$ cat config.mk
export PLATFORM = sky130hd
export DESIGN_NAME = spi_gap_master
export DESIGN_NICKNAME = d
export VERILOG_FILES = /design/src/rtl/spi_gap_pkg.sv /design/src/rtl/spi_gap_baud.sv /design/src/rtl/spi_gap_timer.sv /design/src/rtl/spi_gap_shifter.sv /design/src/rtl/spi_gap_master.sv
export SDC_FILE = /design/constraint.sdc
export NUM_CORES = 1
export LEC_CHECK = 0
export BUFFER_PORTS_ARGS = -buffer_cell sky130_fd_sc_hd__buf_2
export CAP_MARGIN = 20
export CELL_PAD_IN_SITES_DETAIL_PLACEMENT = 0
export CELL_PAD_IN_SITES_GLOBAL_PLACEMENT = 1
export CORE_ASPECT_RATIO = 0.8
export CORE_UTILIZATION = 40
export DETAILED_ROUTE_END_ITERATION = 12
export PLACE_DENSITY = 0.73
export SYNTH_ARGS = -nofsm -noshare
export SYNTH_HDL_FRONTEND = slang
export SYNTH_SLANG_ARGS = --single-unit
$ cat constraint.sdc
create_clock -name clk -period 3.7 [get_ports clk]
set_input_delay 0.555 -clock clk [delete_from_list [all_inputs] [get_ports clk]]
set_output_delay 0.555 -clock clk [all_outputs]
set_load 0.05 [all_outputs]
$ cat src/rtl/spi_gap_pkg.sv
package spi_gap_pkg;

    typedef enum logic [1:0] {
        ST_IDLE  = 2'd0,
        ST_SHIFT = 2'd1,
        ST_GAP   = 2'd2
    } spi_state_e;

endpackage

$ cat src/rtl/spi_gap_baud.sv
// Half-period strobe generator: one tick every (div+1) clocks while run is high.
module spi_gap_baud #(
    parameter int DIV_W = 8
) (
    input  logic             clk,
    input  logic             rst_n,
    input  logic             run,
    input  logic [DIV_W-1:0] div,
    output logic             tick
);

    logic [DIV_W-1:0] cnt;

    assign tick = run && (cnt == div);

    always_ff @(posedge clk or negedge rst_n) begin
        if (!rst_n) begin
            cnt <= '0;
        end else if (!run || tick) begin
            cnt <= '0;
        end else begin
            cnt <= cnt + DIV_W'(1);
        end
    end

endmodule

$ cat src/rtl/spi_gap_timer.sv
// Pause timer counted in half-period ticks; gap periods are doubled, optionally scaled.
module spi_gap_timer #(
    parameter int GAP_W    = 10,
    parameter int PRE_LOG2 = 5
) (
    input  logic             clk,
    input  logic             rst_n,
    input  logic             load,
    input  logic [GAP_W-1:0] gap,
    input  logic             x32,
    input  logic             tick,
    output logic             expire,
    output logic             zero
);

    localparam int CNT_W = GAP_W + PRE_LOG2 + 1;

    logic [CNT_W-1:0] cnt;
    logic [CNT_W-1:0] plain_val;
    logic [CNT_W-1:0] scaled_val;

    assign plain_val  = {{PRE_LOG2{1'b0}}, gap, 1'b0};
    assign scaled_val = {gap, 1'b0, {PRE_LOG2{1'b0}}};
    assign zero       = (gap == '0);
    assign expire     = tick && (cnt == CNT_W'(1));

    always_ff @(posedge clk or negedge rst_n) begin
        if (!rst_n) begin
            cnt <= '0;
        end else if (load) begin
            cnt <= x32 ? scaled_val : plain_val;
        end else if (tick && (cnt != '0)) begin
            cnt <= cnt - CNT_W'(1);
        end
    end

endmodule

$ cat src/rtl/spi_gap_shifter.sv
// Transmit and receive shift registers, MSB first, 8/16-bit characters.
module spi_gap_shifter #(
    parameter int DATA_W = 16
) (
    input  logic              clk,
    input  logic              rst_n,
    input  logic              load,
    input  logic [DATA_W-1:0] word,
    input  logic              wide,
    input  logic              cpha,
    input  logic              lead_tick,
    input  logic              trail_tick,
    input  logic              last_edge,
    input  logic              final_sample,
    input  logic              sin,
    output logic              sout,
    output logic              rx_strobe,
    output logic [DATA_W-1:0] rx_word
);

    localparam int NW = DATA_W / 2;

    logic [DATA_W-1:0] tx_sh;
    logic [DATA_W-1:0] rx_sh;
    logic              sample;

    assign sample = cpha ? trail_tick : lead_tick;

    always_ff @(posedge clk or negedge rst_n) begin
        if (!rst_n) begin
            tx_sh <= '0;
            sout  <= 1'b0;
        end else if (load) begin
            tx_sh <= wide ? word : {word[NW-1:0], {NW{1'b0}}};
            if (!cpha) begin
                sout <= wide ? word[DATA_W-1] : word[NW-1];
            end
        end else if (!cpha && trail_tick && !last_edge) begin
            sout  <= tx_sh[DATA_W-2];
            tx_sh <= {tx_sh[DATA_W-2:0], 1'b0};
        end else if (cpha && lead_tick) begin
            sout  <= tx_sh[DATA_W-1];
            tx_sh <= {tx_sh[DATA_W-2:0], 1'b0};
        end
    end

    always_ff @(posedge clk or negedge rst_n) begin
        if (!rst_n) begin
            rx_sh     <= '0;
            rx_strobe <= 1'b0;
            rx_word   <= '0;
        end else begin
            rx_strobe <= sample && final_sample;
            if (sample) begin
                rx_sh <= {rx_sh[DATA_W-2:0], sin};
                if (final_sample) begin
                    rx_word <= wide ? {rx_sh[DATA_W-2:0], sin}
                                    : {{NW{1'b0}}, rx_sh[NW-2:0], sin};
                end
            end
        end
    end

endmodule

$ cat src/rtl/spi_gap_master.sv
module spi_gap_master
    import spi_gap_pkg::*;
#(
    parameter int DIV_W    = 8,
    parameter int GAP_W    = 10,
    parameter int DATA_W   = 16,
    parameter int PRE_LOG2 = 5
) (
    input  logic              clk,
    input  logic              rst_n,
    input  logic              cfg_cpol,
    input  logic              cfg_cpha,
    input  logic              cfg_wide,
    input  logic [DIV_W-1:0]  cfg_div,
    input  logic [GAP_W-1:0]  cfg_gap,
    input  logic              cfg_gap_x32,
    input  logic              tx_valid,
    input  logic [DATA_W-1:0] tx_data,
    output logic              tx_ready,
    output logic              rx_valid,
    output logic [DATA_W-1:0] rx_data,
    output logic              busy,
    output logic              spi_clk,
    output logic              spi_out,
    input  logic              spi_in
);

    localparam int EDGE_W = $clog2(2 * DATA_W);
    localparam logic [EDGE_W-1:0] LAST_WIDE   = EDGE_W'(2 * DATA_W - 1);
    localparam logic [EDGE_W-1:0] LAST_NARROW = EDGE_W'(DATA_W - 1);

    spi_state_e        state;
    spi_state_e        state_nx;
    logic [EDGE_W-1:0] edge_cnt;
    logic [EDGE_W-1:0] last_idx;
    logic              tick;
    logic              shifting;
    logic              gap_phase;
    logic              lead_tick;
    logic              trail_tick;
    logic              at_last;
    logic              char_end;
    logic              final_sample;
    logic              gap_zero;
    logic              gap_expire;
    logic              gap_done;
    logic              accept;

    assign shifting     = (state == ST_SHIFT);
    assign gap_phase    = (state == ST_GAP);
    assign last_idx     = cfg_wide ? LAST_WIDE : LAST_NARROW;
    assign at_last      = (edge_cnt == last_idx);
    assign lead_tick    = shifting && tick && !edge_cnt[0];
    assign trail_tick   = shifting && tick && edge_cnt[0];
    assign char_end     = trail_tick && at_last;
    assign final_sample = cfg_cpha ? at_last : (edge_cnt == last_idx - EDGE_W'(1));
    assign gap_done     = gap_phase && gap_expire;
    assign tx_ready     = (state == ST_IDLE) || (char_end && gap_zero) || gap_done;
    assign accept       = tx_valid && tx_ready;

    spi_gap_baud #(.DIV_W(DIV_W)) u_baud (
        .clk   (clk),
        .rst_n (rst_n),
        .run   (state != ST_IDLE),
        .div   (cfg_div),
        .tick  (tick)
    );

    spi_gap_timer #(.GAP_W(GAP_W), .PRE_LOG2(PRE_LOG2)) u_timer (
        .clk    (clk),
        .rst_n  (rst_n),
        .load   (char_end && !gap_zero),
        .gap    (cfg_gap),
        .x32    (cfg_gap_x32),
        .tick   (tick),
        .expire (gap_expire),
        .zero   (gap_zero)
    );

    spi_gap_shifter #(.DATA_W(DATA_W)) u_shift (
        .clk          (clk),
        .rst_n        (rst_n),
        .load         (accept),
        .word         (tx_data),
        .wide         (cfg_wide),
        .cpha         (cfg_cpha),
        .lead_tick    (lead_tick),
        .trail_tick   (trail_tick),
        .last_edge    (at_last),
        .final_sample (final_sample),
        .sin          (spi_in),
        .sout         (spi_out),
        .rx_strobe    (rx_valid),
        .rx_word      (rx_data)
    );

    // Next-state logic
    always_comb begin
        state_nx = state;
        unique case (state)
            ST_IDLE: begin
                if (accept) state_nx = ST_SHIFT;
            end
            ST_SHIFT: begin
                if (char_end) begin
                    if (!gap_zero)     state_nx = ST_GAP;
                    else if (tx_valid) state_nx = ST_SHIFT;
                    else               state_nx = ST_IDLE;
                end
            end
            ST_GAP: begin
                if (gap_done) state_nx = tx_valid ? ST_SHIFT : ST_IDLE;
            end
            default: state_nx = ST_IDLE;
        endcase
    end

    // State register
    always_ff @(posedge clk or negedge rst_n) begin
        if (!rst_n) state <= ST_IDLE;
        else        state <= state_nx;
    end

    // Registered outputs and edge position
    always_ff @(posedge clk or negedge rst_n) begin
        if (!rst_n) begin
            edge_cnt <= '0;
            spi_clk  <= 1'b0;
            busy     <= 1'b0;
        end else begin
            busy <= (state_nx != ST_IDLE);
            if (accept) begin
                edge_cnt <= '0;
            end else if (shifting && tick) begin
                edge_cnt <= edge_cnt + EDGE_W'(1);
            end
            if (shifting && tick) begin
                spi_clk <= ~spi_clk;
            end else if (state == ST_IDLE) begin
                spi_clk <= cfg_cpol;
            end
        end
    end

endmodule

==> impl_metrics.yaml <==
clock_tree:
  cts_resized: 0
  htree_levels: 3
  clkSlewWorstSetupHoldPaths_ns: 0.06
  cts_made_buffers: 9
  cts_sinks: 82
  clock_path_buffers: 2
  clk_latency_ns: 0.34
  clock-root-buffer: "clkbuf_16"
  cts_hold_buf: 0
  cts_setup_buffers: 0
  cts_tree: "built"
timing:
  fmax_ghz: 0.307
  fin_skew_ns: 0.0103
  max_slew_margin_pct: 46.8
  hold_viol_final: 0
  period_needed_ns: 3.26
  rsz0062_at_grt: "false"
  max_slew.worst_pin.slew_ns: 0.795
  setup_tns_ns: 0
  timing.final.crit_share_pct: 88.0
  setup_viol: 0
  drv_slew: 0
  worst_hold_slack_ns: 0.0582
worst_setup_path:
  arrival_ns: 2.70
  endpoint_kind: "output port"
  critPathKind: "flop to output port"
  r2r_slack_ns: 0.63
  worst-r2r-cell-count: 9
  critPathRequiredTime_ns: 3.14
  critical_path.startpoint_type: "flop"
  regToRegEndpoint: "u_shift.tx_sh[4]"
  worst-path-max-fanout: 8
  reg2reg_from: "u_timer.cnt[2]"
logic_synthesis:
  synth_compound_area_share_pct: 11.9
  synth_top_family_by_area: "simple AND/OR/NAND/NOR gates"
  synth_area_leaders: "dfrtp_1 50%, mux2_2 7.7%, mux2i_1 4.4%"
  syn-cell-area_um2: 4110
  synthSimpleGateAreaFrac_pct: 14.3
  synthArstFlopShare_pct: 100
  synth_edf_count: 0
  yosys_warnings: 0
  postSynthAreaPerCell_um2: 10.7
  ys_ff_latch: 82
  synthXorXnorAreaFrac_pct: 6.82
  synth_mux_area_share_pct: 12.1
  syn_inst: 385
  yosysTopAreaCellShare_pct: 50.0
  yosysTopAreaCell: "dfrtp_1"
  syn-num-nets: 433
  ys_seq_area_share_pct: 50.0
  ys.flop_type: "dfrtp_1"
  synth_fa_ha_area_share_pct: 1.83
  yosysUniqueCellTypes: 46
run_status:
  status: "finished, final reports clean"
drt:
  ant_nets: 0
  vias: 3046
  wl_per_cell_um: 14.3
  drt_first_pass_iters: 4
  first_iter_violations: 81
  viasPerCell: 5.20
  drc_errors: 0
  wl_um: 8410
final_layout:
  nets: 493
  mostFrequentLayoutCells: "82 x dfrtp_1, 61 x buf_2, 33 x nor2_1, 28 x a21oi_1, 28 x mux2_2"
  n_antenna_cell: 0
  fillers: 918
  final_common_cell: "dfrtp_1"
  layout-drive-gt1-share_pct: 26.9
  area_growth_pct: 18.9
global_routing:
  grt-ovfl-total: 0
  first_global_vias: 2883
  grt_usage_pct: 17.3
  grt_max_degree: 83
  grt_first_pass_wirelength_um: 14300
  antenna_found_initial: 0
placement:
  dpl.hpwl_um: 5840
  finalWeightedCongestion: 0.774
  place.port_buffers: 62
floorplanning:
  rows: 32
  core_um2: 9810
  start_util_pct: 41.9
  die_width_um: 115
  dieArea_um2: 10700
  fp.dieH_um: 92.6
  boundaryPins: 63
power_and_ir_drop:
  power_density_nw_per_um2: 555
  power.leakage_uw: 0.00239
  max-vdd-ir-drop_v: 0.000272
worst_hold_path:
  hold_class: "primary input to asynchronous set/reset pin"
run:
  cap_violations: 0
critical path, cell delays in order, from the launching register on:
cell	delay (ns)
dfrtp_1	0.44
or4_1	0.58
or3_1	0.47
nor3_2	0.26
nand3_1	0.10
nor2_1	0.13
a21o_1	0.12
buf_2	0.26
cells in the mapped netlist, drive strengths merged, types with 2 or more instances:
library cell,n
mux2i,18
a211oi,4
inv,11
o31ai,2
nand4,2
mux2,28
nand3,18
nor3b,2
or3,5
ha,6
nor2,33
xnor2,12
and4,2
a22oi,3
o21ai,14
nand2,22
and3,3
a2bb2oi,2
nor4,11
a21oi,28
or4,3
clkbuf,13
a22o,7
xor2,20
nor3,5
nand2b,2
o221a,4
dfrtp,82
buf,7
nor2b,2
and2,4
logic make-up after synthesis:
family          Yosys count
buf+inv                  31
mux                      46
xor+xnor                 32
fa+ha+maj                 6
simple gates            116
flops                    82
compound gates           72
through the flow:
stage,setup slack (ns),std cells,util (%),cell area [µm²],power [µW]
3_5_place_dp,0.605,569,46.4,4550,1780
4_1_cts,0.444,585,49.5,4860,2730
5_1_grt,0.273,586,49.8,4880,2870
3_3_place_gp,0.615,569,46.4,4550,1770
2_1_floorplan,1.00,385,-,4110,1610
6_report,0.442,586,49.8,4880,2710
layout make-up:
type	count	area (µm²)	share of cell area (%)
multi-input cells	272	1930	39.4
clock buffers	9	225	4.61
flip-flops and latches	82	2050	42.0
well taps	136	170	3.48
clock inverters	7	83.8	1.72
repair buffers	69	385	7.89
inverters	11	41.3	0.846
worst max path at each step:
stage	start	end	slack, ns	cells past startpoint
after floorplan	u_timer.cnt[2]	tx_ready	1.00	7
after global placement	cfg_div[7]	u_shift.tx_sh[11]	0.61	9
after detailed placement	cfg_div[7]	u_shift.rx_word[5]	0.61	7
after CTS	u_timer.cnt[2]	tx_ready	0.44	7
after global routing	u_timer.cnt[2]	tx_ready	0.27	7
final	u_timer.cnt[2]	tx_ready	0.44	7
report_power, final:
part	internal (µW)	leakage (µW)	switching (µW)
combinational	249	0.00115	369
sequential	1040	0.00109	120
clock	536	0.000149	399
total	1820	0.00239	888
state kept, by name, summed over array words and instances (netlist names), 2 cells and up:
name             flops
edge_cnt             5
u_baud.cnt           8
u_shift.rx_sh       15
u_shift.rx_word     16
u_timer.cnt         16
u_shift.tx_sh       16
state                2
routing by layer:
metal	GRT usage, %	share of wire [%]	vias to the layer above
li1	-	-	1498
met1	24.9	50	1485
met2	25.2	44	54
met3	4.78	4.1	9
met4	4.87	1.0	0
met5	0	0	-
Note: power is estimated with default switching activity, not from simulation.
